==> src/rtl/wdog_pkg.sv <==
package wdog_pkg;
  localparam int PULSE_BITS = 8;

  typedef struct packed {
    logic                  en;
    logic                  irqSel;
    logic                  pinSel;
    logic                  rstSel;
    logic [1:0]            preSel;
    logic [PULSE_BITS-1:0] pulseW;
  } wdCfg_t;

  typedef struct packed {
    logic reload;
    logic clrIrq;
  } wdStrobe_t;
endpackage

==> src/rtl/wdog_ctrl.sv <==
module wdog_ctrl
  import wdog_pkg::*;
#(
  parameter int          CNT_W      = 16,
  parameter int          DATA_W     = 32,
  parameter int          KEY_W      = 8,
  parameter logic [7:0]  CTRL_KEY   = 8'h5A,
  parameter logic [7:0]  KICK_KEY   = 8'hA5,
  parameter logic [15:0] RELOAD_RST = 16'hFFFF
) (
  input  logic              clk,
  input  logic              rstN,
  input  logic              busWr,
  input  logic [1:0]        busAddr,
  input  logic [DATA_W-1:0] busWdata,
  input  logic [CNT_W-1:0]  cntVal,
  input  logic              irqState,
  output logic [DATA_W-1:0] busRdata,
  output wdCfg_t            cfg,
  output logic [CNT_W-1:0]  reloadVal,
  output logic              errFlag,
  output wdStrobe_t         stb
);
  localparam int KEY_LSB = DATA_W - KEY_W;
  localparam int CNT_LSB = DATA_W - CNT_W;

  logic [KEY_W-1:0] keyIn;
  logic keyOk, writable, goodWr, badWr;
  logic unusedBits;

  assign keyIn    = busWdata[KEY_LSB +: KEY_W];
  assign keyOk    = (busAddr == 2'd2) ? (keyIn == KICK_KEY) : (keyIn == CTRL_KEY);
  assign writable = busWr && (busAddr != 2'd3);
  assign goodWr   = writable && keyOk;
  assign badWr    = writable && !keyOk;
  assign unusedBits = ^busWdata[KEY_LSB-1:16];

  // strobes to the datapath, same cycle as the accepted write
  always_comb begin
    stb.clrIrq = goodWr && (busAddr == 2'd2);
    stb.reload = stb.clrIrq ||
                 (goodWr && (busAddr == 2'd0) && !cfg.en && busWdata[0]);
  end

  always_ff @(posedge clk or negedge rstN) begin
    if (!rstN) begin
      cfg       <= '0;
      reloadVal <= RELOAD_RST[CNT_W-1:0];
      errFlag   <= 1'b0;
    end else begin
      if (goodWr && busAddr == 2'd0) begin
        cfg.en     <= cfg.en | busWdata[0];
        cfg.irqSel <= busWdata[1];
        cfg.pinSel <= busWdata[2];
        cfg.rstSel <= busWdata[3];
        cfg.preSel <= busWdata[5:4];
        cfg.pulseW <= busWdata[8 +: PULSE_BITS];
      end
      if (goodWr && busAddr == 2'd1)
        reloadVal <= busWdata[CNT_W-1:0];
      if (badWr)
        errFlag <= 1'b1;
      else if (goodWr)
        errFlag <= 1'b0;
    end
  end

  always_comb begin
    busRdata = '0;
    case (busAddr)
      2'd0: begin
        busRdata[0]                = cfg.en;
        busRdata[1]                = cfg.irqSel;
        busRdata[2]                = cfg.pinSel;
        busRdata[3]                = cfg.rstSel;
        busRdata[5:4]              = cfg.preSel;
        busRdata[8 +: PULSE_BITS]  = cfg.pulseW;
      end
      2'd1: busRdata[CNT_W-1:0] = reloadVal;
      2'd3: begin
        busRdata[0]                = errFlag;
        busRdata[1]                = irqState;
        busRdata[CNT_LSB +: CNT_W] = cntVal;
      end
      default: busRdata = '0;
    endcase
  end
endmodule

==> src/rtl/wdog_dp.sv <==
module wdog_dp
  import wdog_pkg::*;
#(
  parameter int CNT_W = 16,
  parameter int PRE_W = 10
) (
  input  logic             clk,
  input  logic             rstN,
  input  wdCfg_t           cfg,
  input  wdStrobe_t        stb,
  input  logic [CNT_W-1:0] reloadVal,
  output logic [CNT_W-1:0] cntVal,
  output logic             irqOut,
  output logic             rstReq,
  output logic             ovfPinN
);
  localparam int LEFT_W = PULSE_BITS + 1;

  logic [PRE_W-1:0]  preCnt, preLast;
  logic [LEFT_W-1:0] pulseLeft;
  logic tick, expire;

  always_comb begin
    case (cfg.preSel)
      2'd0:    preLast = PRE_W'(7);
      2'd1:    preLast = PRE_W'(31);
      2'd2:    preLast = PRE_W'(127);
      default: preLast = PRE_W'(1023);
    endcase
  end

  assign tick   = cfg.en && (preCnt >= preLast);
  assign expire = tick && (cntVal == '0);

  always_ff @(posedge clk or negedge rstN) begin
    if (!rstN) begin
      preCnt    <= '0;
      cntVal    <= '0;
      irqOut    <= 1'b0;
      rstReq    <= 1'b0;
      pulseLeft <= '0;
    end else begin
      if (stb.reload) begin
        cntVal <= reloadVal;
        preCnt <= '0;
      end else if (cfg.en) begin
        preCnt <= tick ? '0 : preCnt + 1'b1;
        if (tick)
          cntVal <= (cntVal == '0) ? reloadVal : cntVal - 1'b1;
      end

      if (expire && cfg.irqSel)
        irqOut <= 1'b1;
      else if (stb.clrIrq)
        irqOut <= 1'b0;

      rstReq <= expire && cfg.rstSel;

      if (expire && cfg.pinSel)
        pulseLeft <= {1'b0, cfg.pulseW} + LEFT_W'(1);
      else if (pulseLeft != '0)
        pulseLeft <= pulseLeft - 1'b1;
    end
  end

  assign ovfPinN = (pulseLeft == '0);
endmodule

==> src/rtl/wdog_top.sv <==
module wdog_top
  import wdog_pkg::*;
#(
  parameter int          CNT_W      = 16,
  parameter int          DATA_W     = 32,
  parameter logic [7:0]  CTRL_KEY   = 8'h5A,
  parameter logic [7:0]  KICK_KEY   = 8'hA5,
  parameter logic [15:0] RELOAD_RST = 16'hFFFF
) (
  input  logic              clk,
  input  logic              rstN,
  input  logic              busWr,
  input  logic [1:0]        busAddr,
  input  logic [DATA_W-1:0] busWdata,
  output logic [DATA_W-1:0] busRdata,
  output logic              irqOut,
  output logic              ovfPinN,
  output logic              rstReq
);
  wdCfg_t           cfg;
  wdStrobe_t        stb;
  logic [CNT_W-1:0] reloadVal, cntVal;
  logic             errFlag;

  wdog_ctrl #(
    .CNT_W(CNT_W), .DATA_W(DATA_W), .KEY_W(8),
    .CTRL_KEY(CTRL_KEY), .KICK_KEY(KICK_KEY), .RELOAD_RST(RELOAD_RST)
  ) uCtrl (
    .clk(clk), .rstN(rstN), .busWr(busWr), .busAddr(busAddr),
    .busWdata(busWdata), .cntVal(cntVal), .irqState(irqOut),
    .busRdata(busRdata), .cfg(cfg), .reloadVal(reloadVal),
    .errFlag(errFlag), .stb(stb)
  );

  wdog_dp #(.CNT_W(CNT_W), .PRE_W(10)) uDp (
    .clk(clk), .rstN(rstN), .cfg(cfg), .stb(stb), .reloadVal(reloadVal),
    .cntVal(cntVal), .irqOut(irqOut), .rstReq(rstReq), .ovfPinN(ovfPinN)
  );
endmodule

==> config.mk <==
export PLATFORM = sky130hd
export DESIGN_NAME = wdog_top
export DESIGN_NICKNAME = d
export VERILOG_FILES = /design/src/rtl/wdog_pkg.sv /design/src/rtl/wdog_ctrl.sv /design/src/rtl/wdog_dp.sv /design/src/rtl/wdog_top.sv
export SDC_FILE = /design/constraint.sdc
export NUM_CORES = 1
export LEC_CHECK = 0
export ABC_AREA = 1
export BUFFER_PORTS_ARGS = -buffer_cell sky130_fd_sc_hd__buf_2
export CORE_UTILIZATION = 40
export CTS_BUF_LIST = sky130_fd_sc_hd__clkbuf_4 sky130_fd_sc_hd__clkbuf_8
export CTS_CLUSTER_DIAMETER = 60
export DETAILED_ROUTE_END_ITERATION = 7
export GPL_TIMING_DRIVEN = 0
export PLACE_DENSITY = 0.73
export SETUP_SLACK_MARGIN = 0.5
export SLEW_MARGIN = 15
export SYNTH_ARGS = -nofsm -noshare
export SYNTH_HDL_FRONTEND = slang
export SYNTH_SLANG_ARGS = --single-unit
==> constraint.sdc <==
create_clock -name clk -period 2.15 [get_ports clk]
set_clock_uncertainty 0.05 [all_clocks]
set_input_delay 0.1075 -clock clk [delete_from_list [all_inputs] [get_ports clk]]
set_output_delay 0.1075 -clock clk [all_outputs]
set_load 0.01 [all_outputs]
==> results of run 1 <==
## flip-flops by register name (all words and copies together), names as in the netlist
name             cells
uCtrl.cfg           14
uCtrl.errFlag        1
uCtrl.reloadVal     16
uDp.cntVal          16
uDp.irqOut           1
uDp.preCnt          10
uDp.pulseLeft        9
uDp.rstReq           1
## worst paths after layout
check	start	end	cells after the start
max	uCtrl.cfg[9]	uDp.preCnt[1]	13
min	busWr	uCtrl.errFlag	3
max reg2reg	uCtrl.cfg[9]	uDp.preCnt[1]	13
min reg2reg	uCtrl.reloadVal[2]	uCtrl.reloadVal[2]	2
max in group asynchronous	rstN	uCtrl.reloadVal[3]	3
min in group asynchronous	rstN	uDp.preCnt[8]	2
## logic make-up after synthesis
kind of cell / Yosys count
multiplexers: 3
AO/OA/AOI/OAI: 64
AND/OR/NAND/NOR: 363
XOR/XNOR: 23
flip-flops: 68
adder cells (fa/ha/maj): 7
buffers and inverters: 126
## critical path, cell delays in order, from the launching register on
cell and delay [ns]:
dfrtp_1 0.43, nand2_4 0.13, ha_4 0.21, and3_4 0.17, o21ai_2 0.05, nor2_1 0.05, nand2_1 0.07, nand2_2 0.08
nand2_4 0.12, inv_6 0.05, nor2_4 0.24, buf_6 0.18, nand3_2 0.07, nand2_2 0.06
## cell usage in the layout, fill, tap and decap left out, types with 7 or more instances in the layout
master,n
buf_4,28
buf_6,13
nand4_1,28
xnor2_1,9
dlygate4sd3_1,16
nand2_1,166
inv_1,95
xor2_1,14
o21ai_1,15
buf_2,64
dfstp_2,16
dfrtp_1,51
nand3_1,35
inv_2,7
clkbuf_8,9
nor2_1,63
nand2_2,18
nand2_4,8
o21ai_0,27
nand3_2,13
## stage by stage
stage / utilization, % / power, uW / TNS, ns / worst slack [ns]
4_1_cts: 51.8 / 5660 / 0 / 0.175
6_report: 54.6 / 6290 / 0 / 0.111
2_1_floorplan: - / 3520 / 0 / 0.314
5_1_grt: 54.6 / 6670 / 0 / 0.0438
3_5_place_dp: 46.0 / 4030 / -0.473 / -0.0718
3_3_place_gp: 45.8 / 3990 / -0.0106 / -0.0106
## area by class of cell
class | instances | area [um2]
Clock buffer | 9 | 124
Sequential cell | 68 | 1720
Clock inverter | 7 | 124
Multi-Input combinational cell | 460 | 2690
Inverter | 108 | 419
Timing Repair Buffer | 111 | 788
Fill cell | 1022 | 5160
Buffer | 18 | 168
Tap cell | 143 | 179
## power by group
| group | switching [uW] | internal (uW) | total (uW) |
|---|---|---|---|
| logic | 1750 | 1390 | 3140 |
| clock network | 548 | 778 | 1330 |
| registers | 281 | 1550 | 1830 |
| total | 2580 | 3710 | 6290 |
## timing repair
action / CTS / global route
resized for setup: 23 / 61
hold buffers: 16 / 0
hold endpoints to repair: 80 / 0
setup buffers: 21 / 8
cloned: 1 / 2
endpoints found under the setup margin: 47 / 48
pin swaps: 7 / 31
## per-layer routing
| metal | wire, um | vias up | share of wire [%] | GRT usage, % |
|---|---|---|---|---|
| met5 | 0 | - | 0 | 0 |
| met4 | 281 | 0 | 2.1 | 9.43 |
| met1 | 5910 | 2238 | 44 | 29.5 |
| met2 | 6720 | 140 | 50 | 37.8 |
| li1 | - | 2314 | - | - |
| met3 | 622 | 23 | 4.6 | 3.02 |
==> results.json, run 1 <==
{
  "hp-class": "primary input to flip-flop",
  "syn_area_mm2": 0.00465,
  "p_leak_uw": 0.00307,
  "gp_congestion": 0.905,
  "die-area_mm2": 0.0121,
  "synth_top_family_by_area": "simple AND/OR/NAND/NOR gates",
  "grt_pass1_vias": 4367,
  "root_buffer": "clkbuf_8",
  "holdWs_ns": 0.0550,
  "cts_buffers": 9,
  "synth.area.mux_share_pct": 0.969,
  "synth_warnings": 0,
  "yosysTopAreaCell": "dfrtp_1",
  "worst-endpoint-arrival_ns": 2.28,
  "vias_per_cell": 5.10,
  "synth-seq-cells": 68,
  "top_level_ports": 72,
  "clk_pin_slew_ns": 0.07,
  "num_rows": 39,
  "dpl.hpwl_um": 9020,
  "synthXorXnorAreaFrac_pct": 4.33,
  "syn_avg_cell_area_um2": 7.11,
  "critPathKind": "flip-flop to flip-flop",
  "clockBufferDepth": 2,
  "antenna_cells": 0,
  "place_area_mm2": 0.00524,
  "status": "finished clean",
  "die_w_um": 110,
  "worstSetupStartpointType": "flip-flop",
  "synth.distinct_cells": 39,
  "cp-end-kind": "flip-flop",
  "syn-instance-count": 654,
  "clock_sinks": 68,
  "grt_first_pass_wirelength_um": 20900,
  "yosys.area.top_type_share_pct": 28.0,
  "yosys-top-cells-area": "dfrtp_1 28%, nand2_1 15%, dfstp_2 9.0%, inv_1 8.3%, nor2_1 5.7%",
  "cts_tree": "built",
  "antenna_found_initial": 0,
  "hold_viol_final": 0,
  "reg2reg_slack_ns": 0.11,
  "wirelength_um": 13500,
  "drtIter0Drc": 333,
  "grt_max_degree": 55,
  "grt_overflow": 0,
  "drc": 0,
  "fmax_ghz": 0.490,
  "synthAdderAreaFrac_pct": 1.88,
  "synth_compound_area_share_pct": 7.29,
  "power.density_mw_per_mm2": 1010,
  "final_cells": 924,
  "synthFlopType": "dfrtp_1",
  "setup_viol": 0,
  "wl_per_cell_um": 14.6,
  "portBuffers": 62,
  "start_util_pct": 40.9,
  "firstDrtPassIters": 7,
  "area_growth_pct": 33.6,
  "h-tree-depth": 3,
  "synth-simple-area-share_pct": 36.1,
  "async_flop_share_pct": 100,
  "max-vdd-ir-drop_mv": 0.534,
  "place_inst": 860,
  "core_area_mm2": 0.0114,
  "rsz0062_at_grt": "true",
  "synth_edf_count": 0,
  "synthTopCellsByCount": "185 x nand2_1, 103 x inv_1, 70 x nor2_1, 52 x dfrtp_1, 49 x nand3_1",
  "syn_nets": 698,
  "ant_nets": 0,
  "timing.final.crit_share_pct": 94.8,
  "synthMostInstantiatedCell": "nand2_1",
  "max_slew.worst_pin.slew_ns": 0.742,
  "period_minus_slack_ns": 2.04,
  "fp.dieH_um": 110,
  "layout-drive-gt1-share_pct": 30.3,
  "clk_latency_ns": 0.35,
  "slew_headroom_pct": 50.1,
  "nets": 820,
  "drv_slew": 0,
  "cp.required_ns": 2.39,
  "final_cell_area_mm2": 0.00621,
  "num_vias": 4715,
  "drv_cap": 0,
  "crit_fanout": 5,
  "grtUsageTotal_pct": 22.7,
  "synth-seq-area-share_pct": 37.0
}
Power figures use the tool's default switching activity.
==> run 2, diff against run 1 <==
- CORE_MARGIN: default -> 5
- PLACE_DENSITY: 0.73 -> 0.71
- clock period: 2.15 -> 2.4 ns (I/O delays scaled with it)
==> run 2 against run 1 <==
Effect of this change:
- power fell by 19%
- cell area fell by 4.9%
- worst hold slack improved by 0.0046 ns
- clock power fell by 25%
- register-to-register slack improved by 0.27 ns
==> results.json, run 2 (same netlist as run 1, synthesis figures left out) <==
{
  "status": "finished clean",
  "hold_viol_final": 0,
  "clock_sinks": 68,
  "fillerInstances": 1129,
  "worstSetupStartpointType": "flip-flop",
  "p_leak_uw": 0.00294,
  "slew_headroom_pct": 57.2,
  "top_level_ports": 72,
  "layout-drive-gt1-share_pct": 24.6,
  "grt_overflow": 0,
  "drv_slew": 0,
  "vias_per_cell": 5.00,
  "grt_pass1_vias": 4366,
  "portBuffers": 62,
  "max-vdd-ir-drop_mv": 0.402,
  "final_cell_mix": "176 x nand2_1, 98 x inv_1, 67 x nor2_1",
  "cp.required_ns": 2.65,
  "drv_cap": 0,
  "firstDrtPassIters": 5,
  "crit_slowest_cell": "dfrtp_1",
  "switching_share_pct": 41.4,
  "rsz0062_at_grt": "true",
  "final_common_cell": "nand2_1",
  "power.density_mw_per_mm2": 866,
  "pwr-share-seq_pct": 31.7,
  "ant_nets": 0,
  "worst-endpoint-arrival_ns": 2.27,
  "gp_congestion": 0.856,
  "dp_slack_ns": 0.0751,
  "clockBufferDepth": 2,
  "timing.final.crit_share_pct": 84.2,
  "cts_buffers": 9,
  "hp-class": "primary input to flip-flop",
  "crit_fanout": 6,
  "area_growth_pct": 27.1,
  "fp.dieH_um": 118,
  "wirelength_um": 12900,
  "clk_latency_ns": 0.36,
  "reg_top3": "uCtrl.reloadVal (16), uDp.cntVal (16), uCtrl.cfg (14)",
  "switchingPower_uw": 2120,
  "nets": 806,
  "slowest_delay_ns": 0.41,
  "drtIter0Drc": 319,
  "drc": 0,
  "cp-end-kind": "flip-flop",
  "dpl.hpwl_um": 9390,
  "antenna_found_initial": 0,
  "clkPwrFrac_pct": 19.5,
  "start_util_pct": 40.7,
  "fmax_ghz": 0.495,
  "combinationalPowerShare_pct": 48.8,
  "root_buffer": "clkbuf_8",
  "grt_first_pass_wirelength_um": 21300,
  "cts_tree": "built",
  "max_slew.worst_pin.slew_ns": 0.638,
  "antenna_cells": 0,
  "setup_ws_ns": 0.380,
  "core_area_mm2": 0.0114,
  "grtUsageTotal_pct": 18.4,
  "critPathKind": "flip-flop to flip-flop",
  "die-area_mm2": 0.0139,
  "h-tree-depth": 3,
  "num_vias": 4551,
  "die_w_um": 118,
  "internal_power_uw": 3000,
  "num_rows": 39,
  "grt_max_degree": 51,
  "setup_viol": 0,
  "setup_tns_ns": 0,
  "period_minus_slack_ns": 2.02,
  "crit_chain": "nand2_2, ha_4, and3_4, o21ai_2, nor2_1, nand2_1, nand2_2, nand2_4, buf_6, nand2_8, clkbuf_16, nand3_1, nand2_1",
  "wl_per_cell_um": 14.1,
  "clk_pin_slew_ns": 0.08
}
[run 2: through the flow]
step           instances  total power, uW  utilization, %  hold slack [ns]  cell area (um2)
2_1_floorplan        654             3090               -           -0.226             4660
3_3_place_gp         859             3520            45.1            0.297             5150
3_5_place_dp         860             3560            45.3          -0.0232             5180
4_1_cts              908             4890            50.5           0.0532             5770
5_1_grt              910             5500            51.7           0.0765             5910
6_report             910             5120            51.7           0.0596             5910
[run 2: repair_timing]
item / 4_1_cts / 5_1_grt
hold buffers: 16 / 0
gates resized for setup: 28 / 26
pin swaps: 17 / 13
setup endpoints to repair: 38 / 40
endpoints found under the hold margin: 78 / 0
gates cloned: 1 / 1
buffers inserted: 15 / 1
[run 2: final timing paths]
path                                    startpoint                 end  slack, ns  cells past startpoint
max in group asynchronous                     rstN  uCtrl.reloadVal[0]       1.58                      3
worst min register to register  uCtrl.reloadVal[9]  uCtrl.reloadVal[9]       0.42                      2
worst max-delay path                  uCtrl.cfg[9]       uDp.cntVal[9]       0.38                     13
worst max register to register        uCtrl.cfg[9]       uDp.cntVal[9]       0.38                     13
min in group asynchronous                     rstN       uDp.preCnt[8]       0.13                      2
worst min-delay path                         busWr       uCtrl.errFlag       0.06                      3
[run 2: worst max-delay path: cells and delay by family (launching register included)]
| family | cells | cell delay [ns] |
|---|---|---|
| buffers and inverters | 2 | 0.29 |
| adder cells (fa/ha/maj) | 1 | 0.29 |
| flip-flops | 1 | 0.41 |
| AND/OR/NAND/NOR | 9 | 0.88 |
| AO/OA/AOI/OAI | 1 | 0.04 |
[run 2: layout make-up]
| class | count | area [um2] | area share (%) |
|---|---|---|---|
| multi-input cells | 460 | 2540 | 43.0 |
| plain buffers | 18 | 168 | 2.84 |
| inverters | 108 | 415 | 7.03 |
| well taps | 143 | 179 | 3.03 |
| repair buffers | 97 | 681 | 11.5 |
| flip-flops and latches | 68 | 1720 | 29.1 |
| clock inverters | 7 | 80.1 | 1.36 |
| clock buffers | 9 | 124 | 2.10 |
[run 2: power by group through the flow]
| stage | Combinational (uW) | Sequential (uW) | Clock (uW) |
|---|---|---|---|
| 3_3_place_gp | 1900 | 1630 | 0 |
| 2_1_floorplan | 1520 | 1570 | 0 |
| 5_1_grt | 2790 | 1660 | 1060 |
| 3_5_place_dp | 1930 | 1630 | 0 |
| 6_report | 2500 | 1630 | 997 |
| 4_1_cts | 2260 | 1610 | 1020 |
[run 2: routing by layer]
layer	GRT usage, %	wire length [um]
met4	5.45	242
met2	29.4	5910
met5	0	0
met3	2.98	643
met1	25.6	6050
==> run 3, diff against run 2 <==
- clock period: 2.4 -> 1.9 ns (I/O delays scaled with it)
==> run 3 against run 2 <==
Effect of this change:
- the flow now finishes with violations (negative setup slack)
- clock power increased by 10%
- core utilization increased by 4.4 points
- critical path depth unchanged
- critical path type unchanged
- critical endpoint is now uDp.pulseLeft[5]
==> results.json, run 3 (same netlist as run 1, synthesis figures left out) <==
{
  "power.density_mw_per_mm2": 1050,
  "antenna_found_initial": 0,
  "cp-end-kind": "flip-flop",
  "ant_nets": 0,
  "fillerInstances": 1059,
  "top_level_ports": 72,
  "clk_pin_slew_ns": 0.08,
  "start_util_pct": 40.7,
  "fmax_ghz": 0.481,
  "hp-class": "primary input to flip-flop",
  "layout-drive-gt1-share_pct": 36.8,
  "place_area_mm2": 0.00525,
  "worst-endpoint-arrival_ns": 2.28,
  "core_area_mm2": 0.0114,
  "grt_pass1_vias": 4505,
  "antenna_cells": 0,
  "cts_buffers": 9,
  "cts_tree": "built",
  "hold_viol_final": 0,
  "finalPower_uw": 6740,
  "max_slew.worst_pin.slew_ns": 0.689,
  "gp_congestion": 0.856,
  "setup_tns_ns": -4.44,
  "grt_overflow": 0,
  "firstDrtPassIters": 7,
  "worstSetupStartpointType": "flip-flop",
  "die-area_mm2": 0.0139,
  "die_w_um": 118,
  "fp.dieH_um": 118,
  "wirelength_um": 13700,
  "nets": 835,
  "setup_viol": 36,
  "p_leak_uw": 0.00315,
  "crit_fanout": 5,
  "failed_checks": "negative setup slack",
  "wl_per_cell_um": 14.6,
  "slew_headroom_pct": 53.7,
  "critPathKind": "flip-flop to flip-flop",
  "h-tree-depth": 3,
  "clock_sinks": 68,
  "drv_slew": 0,
  "area_growth_pct": 37.8,
  "portBuffers": 62,
  "status": "complete, but fails checks",
  "reg_top3": "uCtrl.reloadVal (16), uDp.cntVal (16), uCtrl.cfg (14)",
  "clockBufferDepth": 2,
  "max-vdd-ir-drop_mv": 0.720,
  "dpl.hpwl_um": 9320,
  "grt_max_degree": 56,
  "drv_cap": 0,
  "final_cell_mix": "166 x nand2_1, 79 x inv_1, 62 x buf_2",
  "drtIter0Drc": 341,
  "root_buffer": "clkbuf_8",
  "num_vias": 4725,
  "drc": 0,
  "holdWs_ns": 0.0561,
  "grt_first_pass_wirelength_um": 21900,
  "final_cell_area_mm2": 0.00640,
  "vias_per_cell": 5.03,
  "period_minus_slack_ns": 2.08,
  "timing.final.crit_share_pct": 109,
  "num_rows": 39,
  "rsz0062_at_grt": "true",
  "clk_latency_ns": 0.35,
  "cp.required_ns": 2.10,
  "setup_ws_ns": -0.179,
  "dp_slack_ns": -0.332,
  "grtUsageTotal_pct": 18.9,
  "final_common_cell": "nand2_1"
}
==> run 3: per-layer routing <==
metal / track usage (%) / up-vias / share of wire (%)
met5: 0 / - / 0
met4: 8.17 / 0 / 2.8
met3: 2.69 / 36 / 4.6
met2: 28.7 / 144 / 46
met1: 26.9 / 2190 / 46
li1: - / 2355 / -
==> run 3: critical path, cell delays in order, from the launching register on <==
cell,delay [ns]
dfrtp_2,0.43
nand2_4,0.10
ha_4,0.27
and3_4,0.18
o21ai_2,0.05
nor2_1,0.09
nand2_1,0.07
nand2_2,0.10
nand4_1,0.22
buf_4,0.23
nand2_2,0.05
o21ai_2,0.05
nand2_1,0.06
inv_1,0.04
==> run 3: worst paths after layout <==
check | start | end | slack [ns] | cells past startpoint
max | uCtrl.cfg[9] | uDp.pulseLeft[5] | -0.18 | 13
min | busWdata[0] | uCtrl.reloadVal[0] | 0.06 | 2
max reg2reg | uCtrl.cfg[9] | uDp.pulseLeft[5] | -0.18 | 13
min reg2reg | uCtrl.reloadVal[9] | uCtrl.reloadVal[9] | 0.43 | 2
max in group asynchronous | rstN | uCtrl.reloadVal[14] | 1.10 | 3
min in group asynchronous | rstN | uDp.rstReq | 0.11 | 2
==> run 3: what timing repair did <==
| action | in CTS | in global routing |
|---|---|---|
| endpoints found under the setup margin | 54 | 66 |
| hold buffers | 16 | 0 |
| buffers inserted | 29 | 15 |
| pin swaps | 25 | 46 |
| gates resized for setup | 65 | 80 |
| hold endpoints to repair | 80 | 0 |
| cloned | 2 | 1 |
==> run 3: stage by stage <==
| step | util, % | instances |
|---|---|---|
| finish | 56.1 | 939 |
| detailed placement | 46.0 | 860 |
| CTS | 52.8 | 923 |
| floorplan | - | 654 |
| global placement | 45.7 | 859 |
| global route | 56.1 | 939 |
==> run 3: area by class of cell <==
type / count / area (um2) / area share [%]
clock buffer: 9 / 124 / 1.93
tap: 143 / 179 / 2.79
timing repair buffer: 126 / 930 / 14.5
multi-input combinational: 460 / 2790 / 43.6
clock inverter: 7 / 50.0 / 0.781
sequential: 68 / 1730 / 27.0
buffer: 18 / 176 / 2.75
inverter: 108 / 429 / 6.70
==> run 3: where the power goes <==
part           total, uW  leakage, uW  switching, uW  internal [uW]
Sequential          2070     0.000827            325           1750
Combinational       3570      0.00223           1960           1600
Clock               1100    0.0000937            616            480
Total               6740      0.00315           2900           3830
